File: src/rtl/host_irq_pkg.sv
// Package: bit positions and derived constants shared by the interrupt
// status register and its sub-blocks. Assumes an 8-bit host data path.
package host_irq_pkg;
    localparam int unsigned REG_W      = 8;
    localparam int unsigned POS_RUN    = 0;
    localparam int unsigned POS_AUX    = 1;
    localparam int unsigned POS_SLICE  = 2;
    localparam int unsigned POS_SEQEND = 3;
    localparam int unsigned POS_XFER   = 4;
    localparam int unsigned POS_RSVD   = 5;
    localparam int unsigned POS_AUDIO  = 6;
    localparam int unsigned POS_FIELD  = 7;
    // Positions handled by the sticky clear-on-read bank.
    localparam logic [REG_W-1:0] STICKY_POS =
        (REG_W'(1) << POS_SLICE) | (REG_W'(1) << POS_SEQEND) |
        (REG_W'(1) << POS_XFER)  | (REG_W'(1) << POS_AUDIO)  |
        (REG_W'(1) << POS_FIELD);
    localparam logic [REG_W-1:0] RSVD_POS = REG_W'(1) << POS_RSVD;
endpackage

File: src/rtl/run_state_tracker.sv
// Module: run_state_tracker
// Keeps the decoder run/stop state shown in status bit 0, plus a pending
// flag that records every change of that state until a host read.
// Assumes: a stop command takes effect at once. A start (command or armed
// compare match) is first held, then accepted on a later picture-boundary
// strobe. A compare match never stops the decoder.
module run_state_tracker (
    input  logic clk,
    input  logic rst_n,
    input  logic cmd_valid,
    input  logic cmd_start,
    input  logic cmp_armed,
    input  logic cmp_match,
    input  logic pic_boundary,
    input  logic rd_ack,
    output logic run_o,
    output logic change_o
);
    logic run_q, run_d;
    logic start_hold_q;
    logic change_q;
    logic stop_cmd, start_req;

    assign stop_cmd  = cmd_valid && !cmd_start;
    assign start_req = (cmd_valid && cmd_start) || (cmp_armed && cmp_match);

    // Next run state: stop wins, start only on a boundary with a held start.
    always_comb begin
        run_d = run_q;
        if (stop_cmd)
            run_d = 1'b0;
        else if (!run_q && start_hold_q && pic_boundary)
            run_d = 1'b1;
    end

    // Run state and held start request.
    always_ff @(posedge clk) begin
        if (!rst_n) begin
            run_q        <= 1'b0;
            start_hold_q <= 1'b0;
        end else begin
            run_q <= run_d;
            if (stop_cmd || run_d)
                start_hold_q <= 1'b0;
            else if (start_req)
                start_hold_q <= 1'b1;
        end
    end

    // Pending change flag: a new change wins over a read in the same cycle.
    always_ff @(posedge clk) begin
        if (!rst_n)
            change_q <= 1'b0;
        else if (run_d != run_q)
            change_q <= 1'b1;
        else if (rd_ack)
            change_q <= 1'b0;
    end

    assign run_o    = run_q;
    assign change_o = change_q;

    p_read_keeps_run_r4: assert property (@(posedge clk) disable iff (!rst_n)
        (rd_ack && !cmd_valid && !pic_boundary) |=> $stable(run_q));
    p_start_on_boundary_r5: assert property (@(posedge clk) disable iff (!rst_n)
        (!run_q && !pic_boundary) |=> !run_q);
    p_compare_never_stops_r6: assert property (@(posedge clk) disable iff (!rst_n)
        (run_q && !cmd_valid) |=> run_q);
    p_stop_flags_change_r3: assert property (@(posedge clk) disable iff (!rst_n)
        (run_q && stop_cmd) |=> (!run_q && change_q));
endmodule

File: src/rtl/ready_edge_flag.sv
// Module: ready_edge_flag
// Captures a 0-to-1 transition of a data-ready level into a flag that
// clears on a host read. Assumes the level is synchronous to clk. A level
// that stays high does not set the flag again.
module ready_edge_flag (
    input  logic clk,
    input  logic rst_n,
    input  logic ready_lvl,
    input  logic rd_ack,
    output logic flag_o
);
    logic ready_q;
    logic flag_q;
    logic rise;

    assign rise = ready_lvl && !ready_q;

    // Previous level, for edge detection.
    always_ff @(posedge clk) begin
        if (!rst_n)
            ready_q <= 1'b0;
        else
            ready_q <= ready_lvl;
    end

    // Flag: set by a rising edge, cleared by a read; the edge wins.
    always_ff @(posedge clk) begin
        if (!rst_n)
            flag_q <= 1'b0;
        else if (rise)
            flag_q <= 1'b1;
        else if (rd_ack)
            flag_q <= 1'b0;
    end

    assign flag_o = flag_q;

    p_read_clears_ready_r7: assert property (@(posedge clk) disable iff (!rst_n)
        (rd_ack && !rise) |=> !flag_q);
    p_steady_level_quiet_r7: assert property (@(posedge clk) disable iff (!rst_n)
        (!flag_q && ready_q && ready_lvl) |=> !flag_q);
endmodule

File: src/rtl/sticky_event_bank.sv
// Module: sticky_event_bank
// One sticky flag per position selected in USED. Each flag is set by a
// one-cycle pulse and cleared by a host read, with the pulse winning a
// collision. Positions not in USED are tied to 0.
module sticky_event_bank #(
    parameter int unsigned          W    = 8,
    parameter logic [W-1:0]         USED = '1
) (
    input  logic         clk,
    input  logic         rst_n,
    input  logic [W-1:0] evt,
    input  logic         rd_ack,
    output logic [W-1:0] flags_o
);
    for (genvar i = 0; i < W; i++) begin : g_bit
        if (USED[i]) begin : g_used
            logic flag_q;
            // Sticky flag for one event source.
            always_ff @(posedge clk) begin
                if (!rst_n)
                    flag_q <= 1'b0;
                else if (evt[i])
                    flag_q <= 1'b1;
                else if (rd_ack)
                    flag_q <= 1'b0;
            end
            assign flags_o[i] = flag_q;

            p_event_sets_r8: assert property (@(posedge clk) disable iff (!rst_n)
                evt[i] |=> flags_o[i]);
            p_read_clears_r8: assert property (@(posedge clk) disable iff (!rst_n)
                (rd_ack && !evt[i]) |=> !flags_o[i]);
        end else begin : g_unused
            assign flags_o[i] = 1'b0;
        end
    end
endmodule

File: src/rtl/host_irq_status_reg.sv
// Module: host_irq_status_reg (top)
// Host register: a read returns the interrupt status, and a write loads the
// per-source masks. All sources are combined onto an active-low interrupt.
// Assumes single-cycle host strobes, synchronous to clk. Read data is
// combinational during the read cycle, and read side effects apply at the
// closing edge.
module host_irq_status_reg #(
    parameter int unsigned ADDR_W   = 10,
    parameter logic [ADDR_W-1:0] REG_ADDR = '0
) (
    input  logic              clk,
    input  logic              rst_n,
    input  logic [ADDR_W-1:0] host_addr,
    input  logic              host_rd,
    input  logic              host_wr,
    input  logic [7:0]        host_wdata,
    output logic [7:0]        host_rdata,
    input  logic              cmd_valid,
    input  logic              cmd_start,
    input  logic              cmp_armed,
    input  logic              cmp_match,
    input  logic              pic_boundary,
    input  logic              aux_ready,
    input  logic              evt_slice,
    input  logic              evt_seq_end,
    input  logic              evt_xfer_done,
    input  logic              evt_audio_sync,
    input  logic              evt_new_field,
    output logic              irq_n
);
    import host_irq_pkg::*;

    logic             hit, rd_ack, wr_ack;
    logic [REG_W-1:0] mask_q;
    logic [REG_W-1:0] evt_vec;
    logic [REG_W-1:0] sticky_flags;
    logic [REG_W-1:0] status;
    logic [REG_W-1:0] request;
    logic             run_lvl, run_change, aux_flag;

    assign hit    = (host_addr == REG_ADDR);
    assign rd_ack = host_rd && hit;
    assign wr_ack = host_wr && hit;

    // Route the event pulses to their bit positions.
    always_comb begin
        evt_vec             = '0;
        evt_vec[POS_SLICE]  = evt_slice;
        evt_vec[POS_SEQEND] = evt_seq_end;
        evt_vec[POS_XFER]   = evt_xfer_done;
        evt_vec[POS_AUDIO]  = evt_audio_sync;
        evt_vec[POS_FIELD]  = evt_new_field;
    end

    run_state_tracker u_run (
        .clk          (clk),
        .rst_n        (rst_n),
        .cmd_valid    (cmd_valid),
        .cmd_start    (cmd_start),
        .cmp_armed    (cmp_armed),
        .cmp_match    (cmp_match),
        .pic_boundary (pic_boundary),
        .rd_ack       (rd_ack),
        .run_o        (run_lvl),
        .change_o     (run_change)
    );

    ready_edge_flag u_aux (
        .clk       (clk),
        .rst_n     (rst_n),
        .ready_lvl (aux_ready),
        .rd_ack    (rd_ack),
        .flag_o    (aux_flag)
    );

    sticky_event_bank #(
        .W    (REG_W),
        .USED (STICKY_POS)
    ) u_sticky (
        .clk     (clk),
        .rst_n   (rst_n),
        .evt     (evt_vec),
        .rd_ack  (rd_ack),
        .flags_o (sticky_flags)
    );

    // Mask register: reset masks everything; the reserved bit stays masked.
    always_ff @(posedge clk) begin
        if (!rst_n)
            mask_q <= '1;
        else if (wr_ack)
            mask_q <= host_wdata | RSVD_POS;
    end

    // Status view and interrupt request vector.
    always_comb begin
        status          = sticky_flags;
        status[POS_RUN] = run_lvl;
        status[POS_AUX] = aux_flag;
        request          = status;
        request[POS_RUN] = run_change;
    end

    assign host_rdata = rd_ack ? status : '0;
    assign irq_n      = ~|(request & ~mask_q);

    p_all_masked_quiet_r9: assert property (@(posedge clk) disable iff (!rst_n)
        (&mask_q) |-> irq_n);
    p_miss_keeps_mask_r1: assert property (@(posedge clk) disable iff (!rst_n)
        !wr_ack |=> $stable(mask_q));
    p_rsvd_reads_zero_r11: assert property (@(posedge clk) disable iff (!rst_n)
        rd_ack |-> !host_rdata[POS_RSVD]);
endmodule

File: config.mk
export PLATFORM = sky130hd
export DESIGN_NAME = host_irq_status_reg
export DESIGN_NICKNAME = d
export VERILOG_FILES = /design/src/rtl/host_irq_pkg.sv /design/src/rtl/run_state_tracker.sv /design/src/rtl/ready_edge_flag.sv /design/src/rtl/sticky_event_bank.sv /design/src/rtl/host_irq_status_reg.sv
export SDC_FILE = /design/constraint.sdc
export NUM_CORES = 1
export LEC_CHECK = 0
export ABC_AREA = 1
export ABC_CLOCK_PERIOD_IN_PS = 1000
export BUFFER_PORTS_ARGS = -buffer_cell sky130_fd_sc_hd__buf_2
export CELL_PAD_IN_SITES_DETAIL_PLACEMENT = 1
export CELL_PAD_IN_SITES_GLOBAL_PLACEMENT = 1
export CORE_ASPECT_RATIO = 0.6
export CORE_UTILIZATION = 26
export CTS_CLUSTER_SIZE = 24
export DETAILED_ROUTE_END_ITERATION = 7
export HOLD_SLACK_MARGIN = 0.03
export PLACE_DENSITY = 0.81
export SKIP_CTS_REPAIR_TIMING = 1
export SYNTH_ARGS = -nofsm -noshare
export SYNTH_HDL_FRONTEND = slang
export SYNTH_SLANG_ARGS = --single-unit
File: constraint.sdc
create_clock -name clk -period 1 [get_ports clk]
set_input_delay 0.1 -clock clk [delete_from_list [all_inputs] [get_ports clk]]
set_output_delay 0.1 -clock clk [all_outputs]
set_load 0.01 [all_outputs]
**Yosys cells after proc, flatten, opt, wreduce, memory -nomap -nowiden**

Index checks and enable logic that the tools add are counted.

- Equal/unequal tests: 1
- Muxes and demuxes: 11
- Bitwise logic cells: 3
- Reductions and logical operators: 24

Operator list:

| operator | number |
|---|---|
| $reduce_bool A2 Y1 | 7 |
| $logic_not A10 Y1 | 1 |
| $mux W1 | 10 |
| $and A8 B8 Y8 | 1 |
| $logic_and A1 B1 Y1 | 8 |
| $mux W8 | 1 |
| $not A8 Y8 | 1 |
| $reduce_or A8 Y1 | 1 |
| $logic_not A1 Y1 | 4 |
| $logic_or A1 B1 Y1 | 2 |
| $reduce_or A2 Y1 | 1 |
| $ne A1 B1 Y1 | 1 |
| $not A1 Y1 | 1 |

- Flip-flop bits (word level): 17
- Bits of input ports: 33
- Output and inout port bits: 9
- Logic and storage cells: 50

**Depth between registers and ports, before layout**

- Depth in word-level cells: 7
- Mapped depth: 7
- Depth with buffers taken out: 6

**Hierarchy**

Synthesis repeated with hierarchy kept, for this count alone.

- Cell total of the unflattened synthesis: 132
- Area, all modules: 919.6 sq um

Modules (own cells, without submodules):

| module | times used | cells an instance | area an instance (sq um) | sequential area each (sq um) |
|---|---|---|---|---|
| host_irq_status_reg | 1 | 68 | 473.0 | 140.1 |
| sticky_event_bank | 1 | 31 | 234.0 | 100.1 |
| run_state_tracker | 1 | 24 | 143.9 | 60.1 |
| ready_edge_flag | 1 | 9 | 68.8 | 40.0 |

**Worst setup path after synthesis**

No wires, ideal clock.

- Path kind: input -> output
- Start point: input host_addr[7]
- End point: output host_rdata[0]
- Arrival time: 0.919 ns
- Required time: 0.900 ns
- Setup slack: -0.019 ns
- Stages: 5
- Buffers on the path: 1
- Path through: or2_4 -> nor2_8 -> nand3_4 -> buf_6 -> nor2_1

- Longest elaborated chain between the ends: 3

RTL lines:

| item | line | source |
|---|---|---|
| from (decl) | host_irq_status_reg.sv:13 | `input logic [ADDR_W-1:0] host_addr,` |
| $logic_not A10 Y1 | host_irq_status_reg.sv:41 | `assign hit = (host_addr == REG_ADDR);` |
| $logic_and A1 B1 Y1 | host_irq_status_reg.sv:42 | `assign rd_ack = host_rd && hit;` |
| $mux W8 | host_irq_status_reg.sv:104 | `assign host_rdata = rd_ack ? status : '0;` |
| to (decl) | host_irq_status_reg.sv:17 | `output logic [7:0] host_rdata,` |

Every way passes these cells.

**Worst setup path in the final report**

- Start point: register mask_q[0]
- End point: output irq_n

- Longest elaborated chain between the ends: 4

RTL lines:

| item | line | source |
|---|---|---|
| from (decl) | host_irq_status_reg.sv:34 | `logic [REG_W-1:0] mask_q;` |
| from (signal assigned) | host_irq_status_reg.sv:92 | `mask_q <= host_wdata \| RSVD_POS;` |
| $not A8 Y8 | host_irq_status_reg.sv:105 | `assign irq_n = ~\|(request & ~mask_q);` |
| $and A8 B8 Y8 | host_irq_status_reg.sv:105 |  |
| $reduce_or A8 Y1 | host_irq_status_reg.sv:105 |  |
| $logic_not A1 Y1 | host_irq_status_reg.sv:105 |  |
| to (decl) | host_irq_status_reg.sv:29 | `output logic irq_n` |

Every way passes these cells.

==> impl_metrics.yaml <==
power_and_ir_drop:
  power.leakage_nw: 0.622
  cellInternalPower_mw: 1.08
  power.density_cell_area_nw_per_um2: 1220
  power.sequential.fraction_pct: 50.7
  clkPwrFrac_pct: 36.6
  net-switching-power_uw: 353
  p_comb_share_pct: 12.6
  power.total_mw: 1.43
  power.switching_fraction_pct: 24.7
  max-vdd-ir-drop_v: 0.000339
worst_setup_path:
  kind_of_critical_path: "reg2out"
  worst_ep_arrival_time_ps: 1060
  critPathBufInv: 1
  reg2reg_setup_slack_ps: 120
  worst_r2r_path_depth: 6
  regToRegStartpoint: "u_run.run_o"
  worstReg2RegEnd: "u_run.change_o"
  timing.critical_path.max_delay_family: "flip-flops"
  worst_ep_required_time_ps: 900
  worst_path_largest_cell_delay_ps: 360
  cp_cell_sequence: "o22ai_2 > nor3_2 > buf_2"
  crit_slowest_cell: "dfxtp_1"
  timing.critical_path.to_type: "primary output"
  setup.worst_path.start_class: "flip-flop"
  crit_path_max_fanout: 2
clocking:
  cts_inserted_buffers: 3
  clkSlewWorstSetupHoldPaths_ps: 60
  worst_skew_pair.late_latency_ps: 250
  cts-root-buf: "clkbuf_8"
  clock_path_buffers: 2
  cts_num_sinks: 17
  tritoncts: "done"
  cts_max_level: 1
logic_synthesis:
  synth_nets: 144
  synth-seq-area-share_pct: 42.5
  synth.top_cell.area_share_pct: 42.5
  synth_area_leader_cell: "dfxtp_1"
  synth_seq_cells: 17
  largest_cells_by_area_after_synthesis: "dfxtp_1, nand2_1, inv_1"
  synthesis.area_um2: 801
  yosys_warnings: 0
  syn_inst: 111
  synth_cell_type_count: 21
  synth.avg_cell_area_um2: 7.21
sta:
  timing.final.ws_setup_ps: -160
  finalMaxSlewViolations: 0
  final.setup_skew_ps: 0.0584
  timing.final.crit_share_pct: 116
  final_count_of_negative_setup_slack_endpoints: 8
  timing.final.hold_violations: 0
  rsz0062_at_grt: "yes"
  achievable_frequency_mhz: 862
  finalHoldWorstSlack_ps: 47.7
  setup_tns_ps: -706
  fin_crit_ps: 1160
die:
  initial_core_util_pct: 27.7
  floorplan.die_area_um2: 3310
  die_w_um: 73.6
  floorplan.rows: 15
  chipHeight_um: 45.0
  core_region_area_um2: 2890
  ioPinCount: 42
global_route:
  grt_antenna_before_repair: 0
  grt_use_total_pct: 14.7
  grt_pass1_wl_um: 3410
  grt_overflow_total: 0
  first_global_vias: 786
  grt_max_degree: 15
min_path:
  worst_hold_path_type: "in2reg"
  min_delay_worst_endpoint: "u_aux.ready_q"
  holdCritStartpoint: "aux_ready"
  min_path_cells: 3
routing:
  vias_per_cell: 4.53
  drt-initial-drc-count: 20
  detailed_route_via_count: 893
  ant_nets: 0
  detail_route.first_pass.iterations: 4
  totalWireLength_um: 2420
  avg_wl_per_cell_um: 12.3
  route.detailed.drc: 0
place:
  post-place-ws_ps: -213
  dp_hpwl_um: 1750
  gp_congestion: 0.732
  port_buffers: 39
run_status:
  status: "complete, but fails checks"
  violations_in_the_final_reports: "setup timing"
cells_and_area:
  area_growth_pct: 45.9
  fraction_of_final_layout_cells_with_drive_strength_greater_than_1_pct: 42.6
  finish.net_count: 189
  final_core_util_pct: 40.4
  antenna_cells_inserted: 0
run:
  max-cap-violations: 0
==> worst min-delay path, stage by stage <==
cell,delay [ps]
buf_2,80
nand2_1,50
inv_1,50
==> power by group through the flow <==
stage	Clock, mW	Combinational (mW)	Sequential [mW]
2_1_floorplan	0	0.0843	0.734
3_3_place_gp	0	0.150	0.736
3_5_place_dp	0	0.159	0.738
4_1_cts	0.538	0.160	0.723
5_1_grt	0.570	0.202	0.728
6_report	0.524	0.180	0.725
==> metrics by stage <==
step	cell area [um^2]	std cells
floorplan	801	111
global placement	1020	188
detailed placement	1020	188
CTS	1070	192
global route	1170	197
finish	1170	197
==> kinds of logic (layout without fill, tap and decap cells) <==
group | after synthesis | count (layout) | share of synthesized area [%]
other | 1 | 1 | 0.468
and+or+nand+nor | 56 | 57 | 34.8
DFF | 17 | 17 | 42.5
buffers and inverters | 24 | 67 | 13.1
AOI/OAI and AO/OA | 13 | 13 | 9.06
==> state kept, by name, indices dropped and copies added, names as in the netlist <==
register / cells
mask_q: 7
u_sticky.g_bit.g_used.flag_q: 5
u_aux.flag_o: 1
u_aux.ready_q: 1
u_run.change_o: 1
u_run.run_o: 1
u_run.start_hold_q: 1
==> layer usage <==
metal / global-route usage (%) / wire length, um / up-vias
met5: 0 / 0 / -
met4: 9.23 / 60 / 0
met2: 24.6 / 1150 / 28
met1: 16.4 / 1080 / 419
met3: 4.91 / 134 / 6
li1: - / - / 440
==> cell usage after synthesis <==
cell type	instances
buf_2	3
o21ai_1	1
nor2_8	1
or2_4	1
nor2_1	12
nand2_1	22
nand4_1	7
inv_1	19
o211ai_1	1
buf_4	1
a21oi_1	7
conb_1	1
nand3_1	10
o21ai_0	1
nor3_1	1
nand3_4	1
a211oi_1	1
o22ai_1	2
and2_1	1
dfxtp_1	17
buf_6	1
==> cells in the final DEF (no fill, tap or decap), drive strengths merged <==
master,instances
buf,44
nand2,22
inv,19
dfxtp,17
nor2,13
nand3,12
a21oi,7
nand4,7
clkbuf,4
o22ai,2
o21ai,2
or2,1
and2,1
o211ai,1
nor3,1
a211oi,1
conb,1
==> how the worst max path moves through the flow <==
stage,startpoint,end,slack [ps],depth (start not counted)
finish,mask_q[0],irq_n,-160,3
global route,u_run.change_o,irq_n,-240,4
CTS,u_aux.flag_o,irq_n,-230,4
detailed placement,host_addr[7],mask_q[2],-210,6
global placement,host_addr[7],host_rdata[1],-190,6
floorplan,host_addr[7],host_rdata[0],-20,5
==> final cells by class <==
class	instances	area (um^2)
Multi-Input combinational cell	71	410
Fill cell	395	1720
Sequential cell	17	344
Clock buffer	4	45.0
Tap cell	42	52.6
Timing Repair Buffer	44	245
Inverter	19	71.3
Note: power is estimated with default switching activity, not from simulation.
